File: config.mk
export PLATFORM = sky130hd
export DESIGN_NAME = evt_stamp_timer
export DESIGN_NICKNAME = d
export VERILOG_FILES = /design/src/rtl/ts_pkg.sv /design/src/rtl/ts_timebase.sv /design/src/rtl/ts_match.sv /design/src/rtl/ts_capture.sv /design/src/rtl/evt_stamp_timer.sv
export SDC_FILE = /design/constraint.sdc
export NUM_CORES = 1
export LEC_CHECK = 0
export BUFFER_PORTS_ARGS = -buffer_cell sky130_fd_sc_hd__buf_2
export CAP_MARGIN = 20
export CORE_MARGIN = 2
export CORE_UTILIZATION = 55
export DETAILED_ROUTE_END_ITERATION = 16
export GPL_ROUTABILITY_DRIVEN = 0
export PLACE_DENSITY = 0.72
export SYNTH_ARGS = -nofsm -noshare
export SYNTH_HDL_FRONTEND = slang
export SYNTH_HIERARCHICAL = 1
export SYNTH_SLANG_ARGS = --single-unit
File: constraint.sdc
create_clock -name clk -period 3.2 [get_ports clk]
set_clock_uncertainty 0.05 [all_clocks]
set_input_delay 0.32 -clock clk [delete_from_list [all_inputs] [get_ports clk]]
set_output_delay 0.32 -clock clk [all_outputs]
set_load 0.01 [all_outputs]
File: src/rtl/ts_pkg.sv
package ts_pkg;

    typedef enum logic {
        TB_STOPPED = 1'b0,
        TB_RUNNING = 1'b1
    } tb_state_e;

    localparam int NCMP   = 2;
    localparam int FLAG_W = 2 * NCMP + 2;

    localparam logic [2:0] REG_CTRL   = 3'd0;
    localparam logic [2:0] REG_PERIOD = 3'd1;
    localparam logic [2:0] REG_LCMP   = 3'd2;
    localparam logic [2:0] REG_HCMP   = 3'd4;
    localparam logic [2:0] REG_CAPT   = 3'd6;
    localparam logic [2:0] REG_FLAGS  = 3'd7;

    localparam int FLG_WRAP = 2 * NCMP;
    localparam int FLG_CAPT = 2 * NCMP + 1;

    function automatic logic [63:0] put_byte(input logic [63:0] v,
                                             input logic [2:0]  lane,
                                             input logic [7:0]  d);
        logic [63:0] r;
        r = v;
        r[lane*8 +: 8] = d;
        return r;
    endfunction

    function automatic logic [7:0] get_byte(input logic [63:0] v,
                                            input logic [2:0]  lane);
        return v[lane*8 +: 8];
    endfunction

endpackage

File: src/rtl/ts_timebase.sv
module ts_timebase
    import ts_pkg::*;
#(
    parameter int LO_W = 16,
    parameter int HI_W = 24
) (
    input  logic            clk,
    input  logic            rst_n,
    input  logic            run_req,
    input  logic            zero_req,
    input  logic [LO_W-1:0] period_pend,
    output logic [LO_W-1:0] lo_cnt,
    output logic [HI_W-1:0] hi_cnt,
    output logic [HI_W-1:0] hi_next,
    output logic [LO_W-1:0] per_act,
    output logic            running,
    output logic            period_done,
    output logic            hi_roll
);

    tb_state_e state_q, state_d;

    always_ff @(posedge clk or negedge rst_n) begin
        if (!rst_n) state_q <= TB_STOPPED;
        else        state_q <= state_d;
    end

    always_comb begin
        state_d = state_q;
        running = 1'b0;
        unique case (state_q)
            TB_STOPPED: begin
                running = 1'b0;
                if (run_req) state_d = TB_RUNNING;
            end
            TB_RUNNING: begin
                running = 1'b1;
                if (!run_req) state_d = TB_STOPPED;
            end
        endcase
    end

    assign period_done = running && !zero_req && (lo_cnt >= per_act);
    assign hi_next     = hi_cnt + 1'b1;
    assign hi_roll     = period_done && (&hi_cnt);

    always_ff @(posedge clk or negedge rst_n) begin
        if (!rst_n) begin
            lo_cnt <= '0;
            hi_cnt <= '0;
        end else if (zero_req) begin
            lo_cnt <= '0;
            hi_cnt <= '0;
        end else if (period_done) begin
            lo_cnt <= '0;
            hi_cnt <= hi_next;
        end else if (running) begin
            lo_cnt <= lo_cnt + 1'b1;
        end
    end

    always_ff @(posedge clk or negedge rst_n) begin
        if (!rst_n)                       per_act <= '1;
        else if (!running || period_done) per_act <= period_pend;
    end

endmodule

File: src/rtl/ts_match.sv
module ts_match #(
    parameter int W = 16
) (
    input  logic         clk,
    input  logic         rst_n,
    input  logic         en,
    input  logic [W-1:0] value,
    input  logic [W-1:0] cmp,
    output logic         hit,
    output logic         pulse
);

    assign hit = en && (value == cmp);

    always_ff @(posedge clk or negedge rst_n) begin
        if (!rst_n) pulse <= 1'b0;
        else        pulse <= hit;
    end

endmodule

File: src/rtl/ts_capture.sv
module ts_capture #(
    parameter int CAP_W = 40
) (
    input  logic             clk,
    input  logic             rst_n,
    input  logic             take,
    input  logic [CAP_W-1:0] stamp,
    input  logic             freeze,
    output logic [CAP_W-1:0] cap_q,
    output logic [CAP_W-9:0] shadow_q
);

    always_ff @(posedge clk or negedge rst_n) begin
        if (!rst_n)    cap_q <= '0;
        else if (take) cap_q <= stamp;
    end

    always_ff @(posedge clk or negedge rst_n) begin
        if (!rst_n)      shadow_q <= '0;
        else if (freeze) shadow_q <= cap_q[CAP_W-1:8];
    end

endmodule

File: src/rtl/evt_stamp_timer.sv
module evt_stamp_timer
    import ts_pkg::*;
#(
    parameter int LO_W = 16,
    parameter int HI_W = 24
) (
    input  logic              clk,
    input  logic              rst_n,
    input  logic              reg_wr,
    input  logic              reg_rd,
    input  logic [5:0]        reg_addr,
    input  logic [7:0]        reg_wdata,
    output logic [7:0]        reg_rdata,
    input  logic              sof_strobe,
    input  logic              eot_strobe,
    output logic [NCMP-1:0]   lo_match,
    output logic [NCMP-1:0]   hi_match,
    output logic [FLAG_W-1:0] flags_out
);

    localparam int CAP_W = LO_W + HI_W;
    localparam int SH_W  = CAP_W - 8;

    logic [2:0] sel_reg, sel_lane;
    assign sel_reg  = reg_addr[5:3];
    assign sel_lane = reg_addr[2:0];

    logic            ctrl_run;
    logic [LO_W-1:0] period_pend;
    logic [LO_W-1:0] lo_cmp [NCMP];
    logic [HI_W-1:0] hi_cmp [NCMP];
    logic [FLAG_W-1:0] flags_q;

    logic zero_req;
    assign zero_req = reg_wr && (sel_reg == REG_CTRL) && (sel_lane == 3'd0) && reg_wdata[1];

    logic [LO_W-1:0] tb_lo, tb_per;
    logic [HI_W-1:0] tb_hi, tb_hi_next;
    logic            tb_running, tb_done, tb_roll;

    ts_timebase #(.LO_W(LO_W), .HI_W(HI_W)) u_timebase (
        .clk         (clk),
        .rst_n       (rst_n),
        .run_req     (ctrl_run),
        .zero_req    (zero_req),
        .period_pend (period_pend),
        .lo_cnt      (tb_lo),
        .hi_cnt      (tb_hi),
        .hi_next     (tb_hi_next),
        .per_act     (tb_per),
        .running     (tb_running),
        .period_done (tb_done),
        .hi_roll     (tb_roll)
    );

    logic [NCMP-1:0] lo_hit, hi_hit;

    for (genvar g = 0; g < NCMP; g++) begin : g_cmp
        ts_match #(.W(LO_W)) u_lo (
            .clk   (clk),
            .rst_n (rst_n),
            .en    (tb_running),
            .value (tb_lo),
            .cmp   (lo_cmp[g]),
            .hit   (lo_hit[g]),
            .pulse (lo_match[g])
        );
        ts_match #(.W(HI_W)) u_hi (
            .clk   (clk),
            .rst_n (rst_n),
            .en    (tb_done),
            .value (tb_hi_next),
            .cmp   (hi_cmp[g]),
            .hit   (hi_hit[g]),
            .pulse (hi_match[g])
        );
    end

    logic             cap_take, cap_freeze;
    logic [CAP_W-1:0] cap_q;
    logic [SH_W-1:0]  shadow_q;

    assign cap_take   = sof_strobe || eot_strobe;
    assign cap_freeze = reg_rd && (sel_reg == REG_CAPT) && (sel_lane == 3'd0);

    ts_capture #(.CAP_W(CAP_W)) u_capture (
        .clk      (clk),
        .rst_n    (rst_n),
        .take     (cap_take),
        .stamp    ({tb_hi, tb_lo}),
        .freeze   (cap_freeze),
        .cap_q    (cap_q),
        .shadow_q (shadow_q)
    );

    // configuration writes
    always_ff @(posedge clk or negedge rst_n) begin
        if (!rst_n) begin
            ctrl_run    <= 1'b0;
            period_pend <= '1;
            for (int i = 0; i < NCMP; i++) begin
                lo_cmp[i] <= '0;
                hi_cmp[i] <= '0;
            end
        end else if (reg_wr) begin
            if (sel_reg == REG_CTRL && sel_lane == 3'd0)
                ctrl_run <= reg_wdata[0];
            if (sel_reg == REG_PERIOD)
                period_pend <= LO_W'(put_byte(64'(period_pend), sel_lane, reg_wdata));
            for (int i = 0; i < NCMP; i++) begin
                if (sel_reg == REG_LCMP + 3'(i))
                    lo_cmp[i] <= LO_W'(put_byte(64'(lo_cmp[i]), sel_lane, reg_wdata));
                if (sel_reg == REG_HCMP + 3'(i))
                    hi_cmp[i] <= HI_W'(put_byte(64'(hi_cmp[i]), sel_lane, reg_wdata));
            end
        end
    end

    // sticky flags, set wins over write-one-clear
    logic [FLAG_W-1:0] flag_set, flag_clr;
    always_comb begin
        flag_set = {cap_take, tb_roll, hi_hit, lo_hit};
        flag_clr = '0;
        if (reg_wr && sel_reg == REG_FLAGS && sel_lane == 3'd0)
            flag_clr = reg_wdata[FLAG_W-1:0];
    end

    always_ff @(posedge clk or negedge rst_n) begin
        if (!rst_n) flags_q <= '0;
        else        flags_q <= (flags_q & ~flag_clr) | flag_set;
    end

    assign flags_out = flags_q;

    // read path
    logic [7:0] rd_mux;
    always_comb begin
        rd_mux = 8'h00;
        unique case (sel_reg)
            REG_CTRL:   rd_mux = (sel_lane == 3'd0) ? {7'b0, ctrl_run} : 8'h00;
            REG_PERIOD: rd_mux = get_byte(64'(period_pend), sel_lane);
            3'd2, 3'd3: rd_mux = get_byte(64'(lo_cmp[sel_reg[0]]), sel_lane);
            3'd4, 3'd5: rd_mux = get_byte(64'(hi_cmp[sel_reg[0]]), sel_lane);
            REG_CAPT:   rd_mux = (sel_lane == 3'd0) ? cap_q[7:0]
                                 : get_byte(64'(shadow_q), sel_lane - 3'd1);
            REG_FLAGS:  rd_mux = (sel_lane == 3'd0) ? 8'(flags_q) : 8'h00;
        endcase
    end

    always_ff @(posedge clk or negedge rst_n) begin
        if (!rst_n)      reg_rdata <= 8'h00;
        else if (reg_rd) reg_rdata <= rd_mux;
    end

endmodule

Word-level counts from Yosys, hierarchy flattened
Cells that the tools add are included.

operators by class
  $add $sub $neg = 4
  $lt $le $gt $ge = 2
  equal/unequal tests = 11
  shift operators = 6
  muxes and demuxes = 23
  bitwise gates (word level) = 5
  reduce and logical (&&, ||, !) cells = 32

operator list
  operator                                               count
  bitwise mux 64 bit                                     5
  variable part select 64 x 7 -> 8 bit                   4
  2-to-1 mux 24 bit                                      5
  2-to-1 mux 16 bit                                      6
  variable shift 8 x 34 -> 64 bit, first input constant  1
  variable part select 8 x 34 -> 64 bit                  1
  == test 24 bit                                         2
  one-hot mux 8 bit (6 select lines)                     1
  negator 6 -> 34 bit                                    1
  == test 16 bit                                         2
  adder 24 x 1 -> 24 bit, second input constant          1
  AND reduction 24 bit                                   1
  adder 16 x 1 -> 16 bit, second input constant          1
  greater-or-equal comparator 16 bit                     1
  logical AND 1 bit                                      15
  == test 3 bit, second input constant                   4
  2-to-1 mux 6 bit                                       2
  AND reduction 2 bit                                    6
  2-to-1 mux 8 bit                                       1
  AND 6 bit                                              1
  == test 3 x 2 -> 1 bit, second input constant          2
  zero test 3 bit                                        2
  NOT 6 bit                                              1
  OR 6 bit                                               1
  12 further kinds                                       16

word-level totals
  register bits after elaboration = 244
  input bits = 20
  output and inout bits = 18

Depth between registers and ports, before layout
Gate-level depths: netlist (run 1).

  word-level depth = 9
  gate-level depth with buffers = 14
  mapped depth without buffers = 11

Hierarchy
The synthesis (run 1) kept the hierarchy.

modules (own cells, without submodules)
  module                        times used  cells an instance  area each (µm²)  seq. area each (µm²)
  evt_stamp_timer               1           541                6180.9           2797.7
  ts_timebase                   1           342                3354.5           1446.4
  ts_capture                    1           152                2826.5           1801.7
  ts_match (g_cmp[0].u_hi ...)  2           34                 294.0            25.0
  ts_match (g_cmp[0].u_lo ...)  2           23                 206.4            25.0

Worst setup path before layout (run 1)
Ideal clock, no wire load.

  path kind = input -> register
  start point = input port reg_addr[0]
  end point = register flags_q[2], in the netlist flags_out[2]
  library setup time = 118 ps
  data arrival time = 2467 ps
  data required time = 3032 ps
  slack = 564 ps
  stages on the path = 14
  path buffers = 5
  cells stage by stage = buf_6 > buf_6 > inv_1 > ha_1 > ha_1 > nand3_1 > nor2_1 > clkbuf_1 > clkbuf_1 > clkbuf_1 > nor2_1 > nand3_1 > nor4_2 > a21o_1

between the ends
  word-level cells in the longest chain between the ends = 8
  elaborated cells on any way between the ends = 12

RTL lines
  element                          line                    source
  start: declaration               evt_stamp_timer.sv:11   input logic [5:0] reg_addr,
  zero test 3 bit                  evt_stamp_timer.sv:35   assign zero_req = reg_wr && (sel_reg == REG_CTRL) && (sel_lane == 3'd0) && reg_wdata[1];
  logical AND 1 bit (2 in series)  evt_stamp_timer.sv:35
  net zero_req                     evt_stamp_timer.sv:34   logic zero_req;
  zero test 1 bit                  ts_timebase.sv:43       assign period_done = running && !zero_req && (lo_cnt >= per_act);
  logical AND 1 bit (2 in series)  ts_timebase.sv:43
  net tb_done                      evt_stamp_timer.sv:39   logic tb_running, tb_done, tb_roll;
  logical AND 1 bit                ts_match.sv:13          assign hit = en && (value == cmp);
  net flag_set[2]                  evt_stamp_timer.sv:120  logic [FLAG_W-1:0] flag_set, flag_clr;
  OR 6 bit                         evt_stamp_timer.sv:130  else flags_q <= (flags_q & ~flag_clr) | flag_set;
  end signal: assignment           evt_stamp_timer.sv:130
  end: declaration                 evt_stamp_timer.sv:32   logic [FLAG_W-1:0] flags_q;

The timed path passes the listed nets, and every way through them passes these cells.
A chain may end at the register's enable or synchronous reset.

Worst setup path after layout (run 1)
  start point = register u_timebase.per_act[13]
  end point = register u_timebase.per_act[1]

between the ends
  word-level cells in the longest chain between the ends = 3

RTL lines
  element                             line               source
  start: declaration                  ts_timebase.sv:15  output logic [LO_W-1:0] per_act,
  start signal: assignment            ts_timebase.sv:64  else if (!running || period_done) per_act <= period_pend;
  greater-or-equal comparator 16 bit  ts_timebase.sv:43
  logical AND 1 bit                   ts_timebase.sv:43
  logical OR 1 bit                    ts_timebase.sv:64

Every way passes these cells.

==> flow_metrics.py, run 1 <==
metrics = {
    "floorplan": {
        "rows": 57,
        "start_util_pct": 55.43,
        "core_area_mm2": 0.02411,
        "die_area_mm2": 0.02556,
        "pin_count": 38,
        "die_y_um": 159.9,
        "die_w_um": 159.9,
    },
    "drt": {
        "wl_per_cell_um": 23.75,
        "routed_wl_mm": 36.53,
        "drc": 0,
        "vias": 9325,
        "firstDrtPassIters": 5,
        "viasPerCell": 6.063,
        "dr.first_iter.drc_count": 1010,
        "postRouteAntennaNets": 0,
    },
    "cts": {
        "cts.sinks": 244,
        "cts_root_buf": "clkbuf_16",
        "numCtsBuffers": 28,
        "post_cts_buffers": 0,
        "htreeDepth": 1,
        "worstSkewPairLatency_ns": 0.54,
        "clk_pin_slew_ns": 0.06,
        "cts_buffer_depth": 3,
        "cts_tree": "yes",
    },
    "global_route": {
        "grt_max_degree": 97,
        "grt_first_pass_wirelength_mm": 55.85,
        "grt.total_usage_pct": 28.89,
        "antenna_found_initial": 2,
        "first_global_vias": 9196,
        "grt_overflow_total": 0,
    },
    "synthesis": {
        "syn_area_per_cell_um2": 11.63,
        "synth_edf_count": 0,
        "synthTopCellsByArea": "dfrtp_1 (40%), mux2_2 (9.0%), dfstp_2 (6.3%)",
        "yosys_register_bits": 244,
        "synthArstFlopShare_pct": 100.0,
        "yosys_warnings": 6,
        "synthDominantCellAreaShare_pct": 39.70,
        "yosysSeqAreaShare_pct": 45.99,
        "syn_inst": 1149,
        "synth_common_cells": "dfrtp_1 (212), mux2_2 (107), nand2_1 (84)",
        "synthFlopType": "dfrtp_1",
        "syn_area_mm2": 0.01336,
        "post-synth-top-area-cell": "dfrtp_1",
        "synth.distinct_cells": 71,
        "synth_most_common_cell": "dfrtp_1",
        "syn_nets": 1192,
    },
    "worst_setup_path": {
        "end_kind": "flip-flop",
        "worstSetupStartpointType": "flip-flop",
        "arrival_ns": 3.34,
        "cp_max_fo": 16,
        "crit_type": "reg -> reg",
        "ff2ff_path_depth": 8,
        "required_ns": 3.61,
    },
    "timing": {
        "min_period_ns": 2.929,
        "rsz0062_at_grt": "no",
        "slew_headroom_pct": 35.58,
        "max_clock_freq_ghz": 0.3414,
        "finalWorstSetupSlack_ns": 0.2711,
        "finalSetupTns_ns": 0,
        "setup_violations": 0,
        "worstMarginPinSlew_ns": 0.9661,
        "post-route-period-util_pct": 91.53,
        "worst_hold_slack_ns": 0.1212,
        "hold_viol_final": 0,
        "slew_viol_final": 0,
    },
    "pwr": {
        "power_density_mw_per_mm2": 636.5,
        "peakVddDrop_v": 0.0002996,
        "p_leak_uw": 0.006607,
    },
    "layout": {
        "drive_above_1_share_pct": 28.14,
        "fin_nets": 1234,
        "synthToLayoutAreaGrowth_pct": 11.16,
    },
    "outcome": {
        "status": "finished clean",
    },
    "hold_path": {
        "hold_depth": 3,
        "min_path_type": "in -> reg",
    },
    "place": {
        "dp_slack_ns": 0.3086,
        "hpwl_mm": 26.84,
        "port-buffer-count": 37,
    },
    "run": {
        "cap_viol_max_count": 0,
    },
}
## state kept, by name (all words and copies together) (netlist names)
signal	count
lo_cmp	32
hi_cmp	48
u_capture/shadow_q	32
reg_rdata	8
u_capture/cap_q	40
u_timebase/hi_cnt	24
period_pend	16
flags_out	6
g_cmp.u_hi/pulse	2
u_timebase/per_act	16
u_timebase/lo_cnt	16
g_cmp.u_lo/pulse	2
ctrl_run	1
u_timebase/state_q	1
## where the power goes
| group | switching, µW | internal (µW) | total (µW) |
|---|---|---|---|
| Sequential | 515 | 3530 | 4050 |
| Combinational | 1210 | 974 | 2190 |
| Clock | 1250 | 1970 | 3220 |
| Total | 2980 | 6470 | 9460 |
## cell type report
cell class | count | area (µm²)
inverters | 32 | 120.1
repair buffers | 74 | 540.5
diodes | 2 | 5.005
multi-input cells | 811 | 6695
fillers | 1971 | 9251
well taps | 324 | 405.4
clock inverters | 4 | 48.80
clock buffers | 47 | 893.4
flip-flops and latches | 244 | 6146
## per-stage QoR
step | area, µm² | util [%] | std cells | total power (µW)
floorplan | 13360 | - | 1149 | 5440
global placement | 13860 | 57.51 | 1483 | 6154
detailed placement | 13860 | 57.51 | 1483 | 6216
CTS | 14810 | 61.46 | 1535 | 9453
global route | 14850 | 61.62 | 1538 | 9867
finish | 14850 | 61.62 | 1538 | 9455
## repair_timing
| action | 4_1_cts | 5_1_grt |
|---|---|---|
| hold buffers | 1 | 0 |
| setup endpoints to repair | 0 | 3 |
| hold endpoints to repair | 82 | 0 |
| resized for setup | 0 | 2 |
## layer usage
layer | wire, µm | GRT usage, %
met3 | 2607 | 6.104
met1 | 15780 | 40.36
met4 | 1375 | 10.85
met5 | 0 | 0
met2 | 16770 | 44.69
## layout by cell type (no fill, tap or decap), types with 9 or more instances in the layout
master / instances
buf_4: 32
buf_2: 35
mux2_4: 46
mux2_2: 107
or3_1: 17
xnor2_1: 67
clkbuf_16: 29
a21oi_1: 28
a211oi_1: 28
and2_1: 19
inv_1: 31
nor2_1: 52
mux2i_1: 44
and3_1: 11
o21ai_0: 65
nand3_1: 22
nand4_1: 18
xor2_1: 48
dfrtp_1: 212
dfstp_2: 32
nand2_1: 84
nor4_1: 9
ha_1: 23
clkbuf_8: 10
## path summary, 6_finish.rpt
path	start	end	slack [ns]
max	u_timebase/per_act[13]	u_timebase/per_act[1]	0.27
min	reg_rd	reg_rdata[0]	0.12
max reg2reg	u_timebase/per_act[13]	u_timebase/per_act[1]	0.27
min reg2reg	ctrl_run	u_timebase/state_q	0.43
max in group asynchronous	rst_n	u_timebase/per_act[9]	1.80
min in group asynchronous	rst_n	u_capture/cap_q[37]	0.33
## cells by family after synthesis
logic type	after synthesis	synth area share, %
simple gates	289	12.34
flops	244	45.99
mux	213	19.50
fa+ha+maj	23	2.154
compound gates	169	8.230
xor+xnor	117	7.669
buf+inv	94	4.111
## critical path, cell delays in order (launching register included)
cell,delay (ns)
dfstp_2,0.53
inv_1,0.04
ha_1,0.28
and4_1,0.26
and2_1,0.17
and3b_1,0.28
nor3_4,0.07
o21ai_2,0.76
mux2_2,0.42
No activity file was read; power rests on OpenSTA's default activity.
==> run 2, diff against run 1 <==
Settings changed: CORE_MARGIN 2 to 4, RECOVER_POWER set to 25.
==> run 2 against run 1 <==
The flow now finishes with violations (capacitance limit, slew limit). Worst hold slack improved by 0.013 ns. Maximum frequency fell by 1.1%. First-iteration DRC count down 3.4%. Clock-buffer cell count decreased by 12. Global-route usage is 1.4 points lower. Worst setup slack worse by 0.032 ns. Power decreased by 0.28%. Design area is 0.64% lower. Register-to-register slack worse by 0.03 ns. Sequential power about the same. Critical path type unchanged. Critical endpoint is now flags_out[2].
==> flow_metrics.py, run 2 (synthesized netlist as in run 1, its figures left out) <==
metrics = {
    "drt": {
        "dr.first_iter.drc_count": 976,
        "vias": 9269,
        "postRouteAntennaNets": 0,
        "drc": 0,
        "viasPerCell": 6.062,
        "routed_wl_mm": 36.50,
        "firstDrtPassIters": 6,
        "wl_per_cell_um": 23.87,
    },
    "cts": {
        "cts.sinks": 244,
        "cts_buffer_depth": 3,
        "cts_root_buf": "clkbuf_16",
        "cts_hold_buffers": 1,
        "post_cts_buffers": 0,
        "htreeDepth": 1,
        "clk_pin_slew_ns": 0.06,
        "cts_tree": "yes",
        "worstSkewPairLatency_ns": 0.53,
        "numCtsBuffers": 27,
        "post_cts_resized": 0,
    },
    "timing": {
        "hold_viol_final": 0,
        "slew_headroom_pct": -60.63,
        "finalSetupTns_ns": 0,
        "post-route-period-util_pct": 92.54,
        "rsz0062_at_grt": "no",
        "min_period_ns": 2.961,
        "worstMarginPinSlew_ns": 2.410,
        "slew_viol_final": 130,
        "max_clock_freq_ghz": 0.3377,
        "setup_violations": 0,
    },
    "layout": {
        "largest_registers": "hi_cmp: 48 flops, u_capture/cap_q: 40 flops",
        "layout_commonest_cell": "dfrtp_1",
        "drive_above_1_share_pct": 27.48,
        "fin_nets": 1231,
        "synthToLayoutAreaGrowth_pct": 10.45,
        "largest_reg_flops": 48,
        "finalNonFillerCells": 1529,
        "layout_common_cells": "dfrtp_1 (212), mux2_2 (107), nand2_1 (84), xnor2_1 (69), o21ai_0 (65)",
        "largest_register": "hi_cmp",
    },
    "worst_setup_path": {
        "required_ns": 3.62,
        "r2r-start": "u_timebase/hi_cnt[0]",
        "cp_max_fo": 5,
        "worstPathCellList": "ha_1 > nand3_1 > or2_2 > nor2_1 > nand3_1 > xnor2_1 > xor2_1 > nor4_1 > nand3_1 > nor4_2 > a21o_1",
        "path_common_cell": "nand3_1",
        "ff2ff_path_depth": 11,
        "crit_buf_inv": 0,
        "worstSetupStartpointType": "flip-flop",
        "arrival_ns": 3.39,
        "startpoint": "u_timebase/hi_cnt[0]",
        "worstReg2RegEnd": "flags_out[2]",
        "critPathTopFamily": "simple AND/OR/NAND/NOR gates",
        "end_kind": "flip-flop",
        "crit_type": "reg -> reg",
        "critPathSlowestCell": "or2_2",
        "cpPeakStageDelay_ns": 0.40,
        "regToRegSetupSlack_ns": 0.24,
    },
    "floorplan": {
        "pin_count": 38,
        "die_y_um": 163.9,
        "rows": 56,
        "core_area_mm2": 0.02368,
        "die_area_mm2": 0.02685,
        "start_util_pct": 56.42,
        "die_w_um": 163.9,
    },
    "global_route": {
        "grt_max_degree": 103,
        "antenna_found_initial": 3,
        "grt_overflow_total": 0,
        "grt_first_pass_wirelength_mm": 55.46,
        "first_global_vias": 9140,
        "grt.total_usage_pct": 27.44,
    },
    "place": {
        "hpwl_mm": 26.90,
        "port-buffer-count": 37,
        "place_inst": 1476,
    },
    "pwr": {
        "power_uw": 9429,
        "p_leak_uw": 0.006528,
        "peakVddDrop_v": 0.0003807,
        "power_density_mw_per_mm2": 638.8,
    },
    "hold_path": {
        "worstHoldStart": "reg_wdata[7]",
        "min_path_type": "in -> reg",
        "hold_end": "period_pend[15]",
        "hold_depth": 3,
    },
    "run": {
        "cap_viol_max_count": 2,
    },
    "outcome": {
        "violations": "capacitance limit, slew limit",
        "status": "finished with violations",
    },
}
[run 2: cell types whose count changed in the layout (fill, tap and decap cells not counted), sizes merged]
cell and delta:
clkinv +3, buf -8, inv -1, bufinv +3, clkbuf -6, clkinvlp +5
[run 2: layout make-up]
| class | instances | area (µm²) |
|---|---|---|
| well taps | 319 | 399.1 |
| inverters | 32 | 120.1 |
| diodes | 2 | 5.005 |
| clock inverters | 14 | 182.7 |
| multi-input cells | 811 | 6680 |
| fillers | 1912 | 8924 |
| flip-flops and latches | 244 | 6146 |
| repair buffers | 72 | 480.5 |
| clock buffers | 35 | 745.7 |
[run 2: stage by stage]
step	area [µm²]	setup slack [ns]	utilization, %	hold WS (ns)
floorplan	13360	0.5645	-	-0.02559
global placement	13840	0.4269	58.44	0.3724
global route	14760	0.01713	62.32	0.1401
CTS	14780	0.2928	62.40	0.1239
finish	14760	0.2387	62.32	0.1346
detailed placement	13840	0.3197	58.44	0.3787
[run 2: tightest hold or removal path: stages]
cell and delay, ns:
buf_2 0.18, nand2_1 0.12, o21ai_0 0.08
[run 2: layer usage]
layer	up-vias	track usage (%)	wire length, µm
met5	-	0	13
met4	2	7.815	935
met3	58	5.094	2973
met2	384	42.50	16620
met1	4646	39.84	15960
li1	4179	-	-
[run 2: how the worst max path moves through the flow]
stage | endpoint | slack [ns] | cells past startpoint
2_1_floorplan | flags_out[2] | 0.56 | 14
3_3_place_gp | flags_out[3] | 0.43 | 10
3_5_place_dp | flags_out[2] | 0.32 | 11
4_1_cts | flags_out[2] | 0.29 | 11
5_1_grt | flags_out[3] | 0.02 | 11
6_report | flags_out[2] | 0.24 | 11
[run 2: power by group]
part           switching [µW]  internal, µW  total (µW)
clock                    1270          1960        3230
combinational            1180           958        2140
sequential                527          3530        4060
==> run 3, diff against run 2 <==
Settings changed: PLACE_DENSITY 0.72 to 0.76, SYNTH_HIERARCHICAL 1 to unset.
==> run 3 against run 2 <==
Cell count increased by 7.4%. Critical endpoint is now u_timebase.per_act[12]. Synthesized cell count up 10%. Flip-flop and latch count did not move. Sequential share of layout area shrank 0.84 points. The run still ends with capacitance limit, slew limit left. Power up 12%. Clock-buffer cell count up 1. Combinational power grew 40%. Global-route usage increased by 1.6 points.
==> flow_metrics.py, run 3 <==
metrics = {
    "drt": {
        "drc": 0,
        "top_layer_used": "met5",
        "routed_wl_mm": 39.22,
        "vias": 10580,
        "dr.first_iter.drc_count": 1523,
        "met1_length_mm": 16.10,
        "wl_per_cell_um": 23.88,
        "postRouteAntennaNets": 0,
        "viasPerCell": 6.445,
        "firstDrtPassIters": 9,
        "routed-wl-met3_mm": 4.135,
        "route.met2.wl_mm": 17.41,
    },
    "floorplan": {
        "rows": 56,
        "start_util_pct": 56.49,
        "die_y_um": 164.2,
        "core_area_mm2": 0.02375,
        "pin_count": 38,
        "die_w_um": 164.2,
        "die_area_mm2": 0.02696,
    },
    "outcome": {
        "violations": "capacitance limit, slew limit",
        "status": "finished with violations",
    },
    "synthesis": {
        "yosys_register_bits": 244,
        "synthFlopType": "dfrtp_1",
        "post-synth-top-area-cell": "dfrtp_1",
        "synth.distinct_cells": 76,
        "yosys_warnings": 0,
        "syn_area_mm2": 0.01342,
        "synth_most_common_cell": "dfrtp_1",
        "synth_edf_count": 0,
        "synthArstFlopShare_pct": 100.0,
        "syn_inst": 1266,
        "synthTopCellsByArea": "dfrtp_1 (40%), mux2_2 (14%), dfstp_2 (6.3%)",
        "syn_area_per_cell_um2": 10.60,
        "synthDominantCellAreaShare_pct": 39.53,
        "synth_common_cells": "dfrtp_1 (212), mux2_2 (167), nand2_1 (87)",
        "syn_nets": 1306,
        "yosysSeqAreaShare_pct": 45.80,
    },
    "hold_path": {
        "min_path_type": "in -> reg",
    },
    "cts": {
        "clk_pin_slew_ns": 0.06,
        "worstSkewPairLatency_ns": 0.54,
        "cts.sinks": 244,
        "htreeDepth": 1,
        "numCtsBuffers": 26,
        "cts_buffer_depth": 3,
        "cts_tree": "yes",
        "cts_root_buf": "clkbuf_16",
    },
    "timing": {
        "worstMarginPinSlew_ns": 2.100,
        "finalSetupTns_ns": 0,
        "finalWorstSetupSlack_ns": 0.3270,
        "slew_viol_final": 77,
        "hold_viol_final": 0,
        "max_clock_freq_ghz": 0.3481,
        "setup_violations": 0,
        "min_period_ns": 2.873,
        "post-route-period-util_pct": 89.78,
        "slew_headroom_pct": -40.03,
        "rsz0062_at_grt": "no",
    },
    "worst_setup_path": {
        "path_common_cell": "buf_4",
        "worstSetupStartpointType": "flip-flop",
        "worstPathCellList": "inv_1 > ha_1 > nand2b_1 > a211oi_1 > o21ai_0 > a41o_1 > a21oi_1 > buf_4 > o21ai_1 > buf_4 > mux2_2",
        "critPathTopFamily": "compound AO/OA/AOI/OAI gates",
        "arrival_ns": 3.28,
        "cp_max_fo": 16,
        "cpPeakStageDelay_ns": 0.50,
        "crit_buf_inv": 3,
        "crit_type": "reg -> reg",
        "required_ns": 3.61,
        "end_kind": "flip-flop",
        "critPathSlowestCell": "dfrtp_1",
    },
    "place": {
        "place_inst": 1593,
        "place_area_mm2": 0.01414,
        "port-buffer-count": 37,
        "hpwl_mm": 28.55,
        "dp_slack_ns": 0.3094,
    },
    "layout": {
        "finalInstanceArea_mm2": 0.01506,
        "largest_register": "hi_cmp",
        "fin_nets": 1343,
        "largest_registers": "hi_cmp: 48 flops, u_capture.cap_q: 40 flops",
        "n_antenna_cell": 0,
        "synthToLayoutAreaGrowth_pct": 12.25,
        "largest_reg_flops": 48,
        "finalNonFillerCells": 1642,
        "layout_common_cells": "dfrtp_1 (212), mux2_2 (167), nand2_1 (87), o21ai_0 (85), xnor2_1 (73)",
        "drive_above_1_share_pct": 27.74,
        "layout_commonest_cell": "dfrtp_1",
    },
    "pwr": {
        "peakVddDrop_v": 0.0004003,
        "power_density_mw_per_mm2": 700.9,
        "p_leak_uw": 0.006447,
    },
    "global_route": {
        "grt_overflow_total": 0,
        "first_global_vias": 10040,
        "grt_first_pass_wirelength_mm": 59.89,
        "grt_max_degree": 79,
        "antenna_found_initial": 2,
        "grt.total_usage_pct": 29.07,
    },
    "run": {
        "cap_viol_max_count": 1,
    },
}
[run 3: cell count changes in the layout (fill, tap and decap cells not counted), moves of 12 or more]
cell / previous run / this run
mux2_2: 107 / 167
xor2_1: 48 / 28
buf_4: 25 / 55
mux2_4: 46 / 1
o21ai_0: 65 / 85
nand3_1: 22 / 36
a211oi_1: 28 / 8
nor2_1: 52 / 64
a21oi_1: 28 / 58
and2_1: 19 / 3
mux2i_1: 44 / 29
[run 3: worst paths after layout]
kind	start	to	slack [ns]	cells after the start
worst min register to register	ctrl_run	u_timebase.state_q	0.38	0
worst max-delay path	u_timebase.lo_cnt[0]	u_timebase.per_act[12]	0.33	11
worst min-delay path	reg_wdata[0]	hi_cmp[16]	0.11	3
max in group asynchronous	rst_n	u_timebase.per_act[14]	0.81	3
worst max register to register	u_timebase.lo_cnt[0]	u_timebase.per_act[12]	0.33	11
min in group asynchronous	rst_n	u_timebase.hi_cnt[13]	0.90	2
[run 3: final cells by class]
type,instances,area [µm²]
Fill cell,1776,8690
Tap cell,319,399.1
Inverter,38,142.6
Clock inverter,12,187.7
Sequential cell,244,6146
Timing Repair Buffer,99,678.2
Clock buffer,36,749.5
Multi-Input combinational cell,894,6760
[run 3: what timing repair did]
item | CTS | global route
buffers inserted | 0 | 0
resized for setup | 0 | 1
endpoints found under the hold margin | 74 | 0
setup endpoints to repair | 0 | 2
hold buffers | 1 | 0
[run 3: power by group]
| group | internal [µW] | switching, µW | total (µW) | leakage (µW) |
|---|---|---|---|---|
| registers | 3640 | 651 | 4290 | 0.00302 |
| clock network | 2030 | 1240 | 3270 | 0.000462 |
| logic | 1270 | 1730 | 3000 | 0.00297 |
| total | 6940 | 3620 | 10600 | 0.00645 |
[run 3: cell families after synthesis]
kind of cell / Yosys count / share of synthesized area (%)
flops: 244 / 45.80
mux: 206 / 17.80
buf+inv: 128 / 4.000
fa+ha+maj: 20 / 1.865
simple gates: 333 / 13.32
xor+xnor: 101 / 6.592
compound gates: 234 / 10.62
[run 3: through the flow]
stage	total power (µW)	util, %	hold slack [ns]
2_1_floorplan	6114	-	-0.02559
3_3_place_gp	7107	59.54	0.3000
3_5_place_dp	7195	59.54	0.3022
4_1_cts	10470	63.53	0.09464
5_1_grt	10970	63.42	0.1171
6_report	10560	63.42	0.1057
[run 3: worst reg2reg max path, stage by stage (launching register included)]
cell      delay, ns
dfrtp_1        0.50
inv_1          0.14
ha_1           0.30
nand2b_1       0.15
a211oi_1       0.22
o21ai_0        0.15
a41o_1         0.31
a21oi_1        0.15
buf_4          0.19
o21ai_1        0.07
buf_4          0.25
mux2_2         0.31
[run 3: metal layers]
metal,global-route usage (%),vias up
li1,-,4633
met1,41.23,5235
met2,44.84,596
met3,5.847,113
met4,9.950,6
met5,0,-
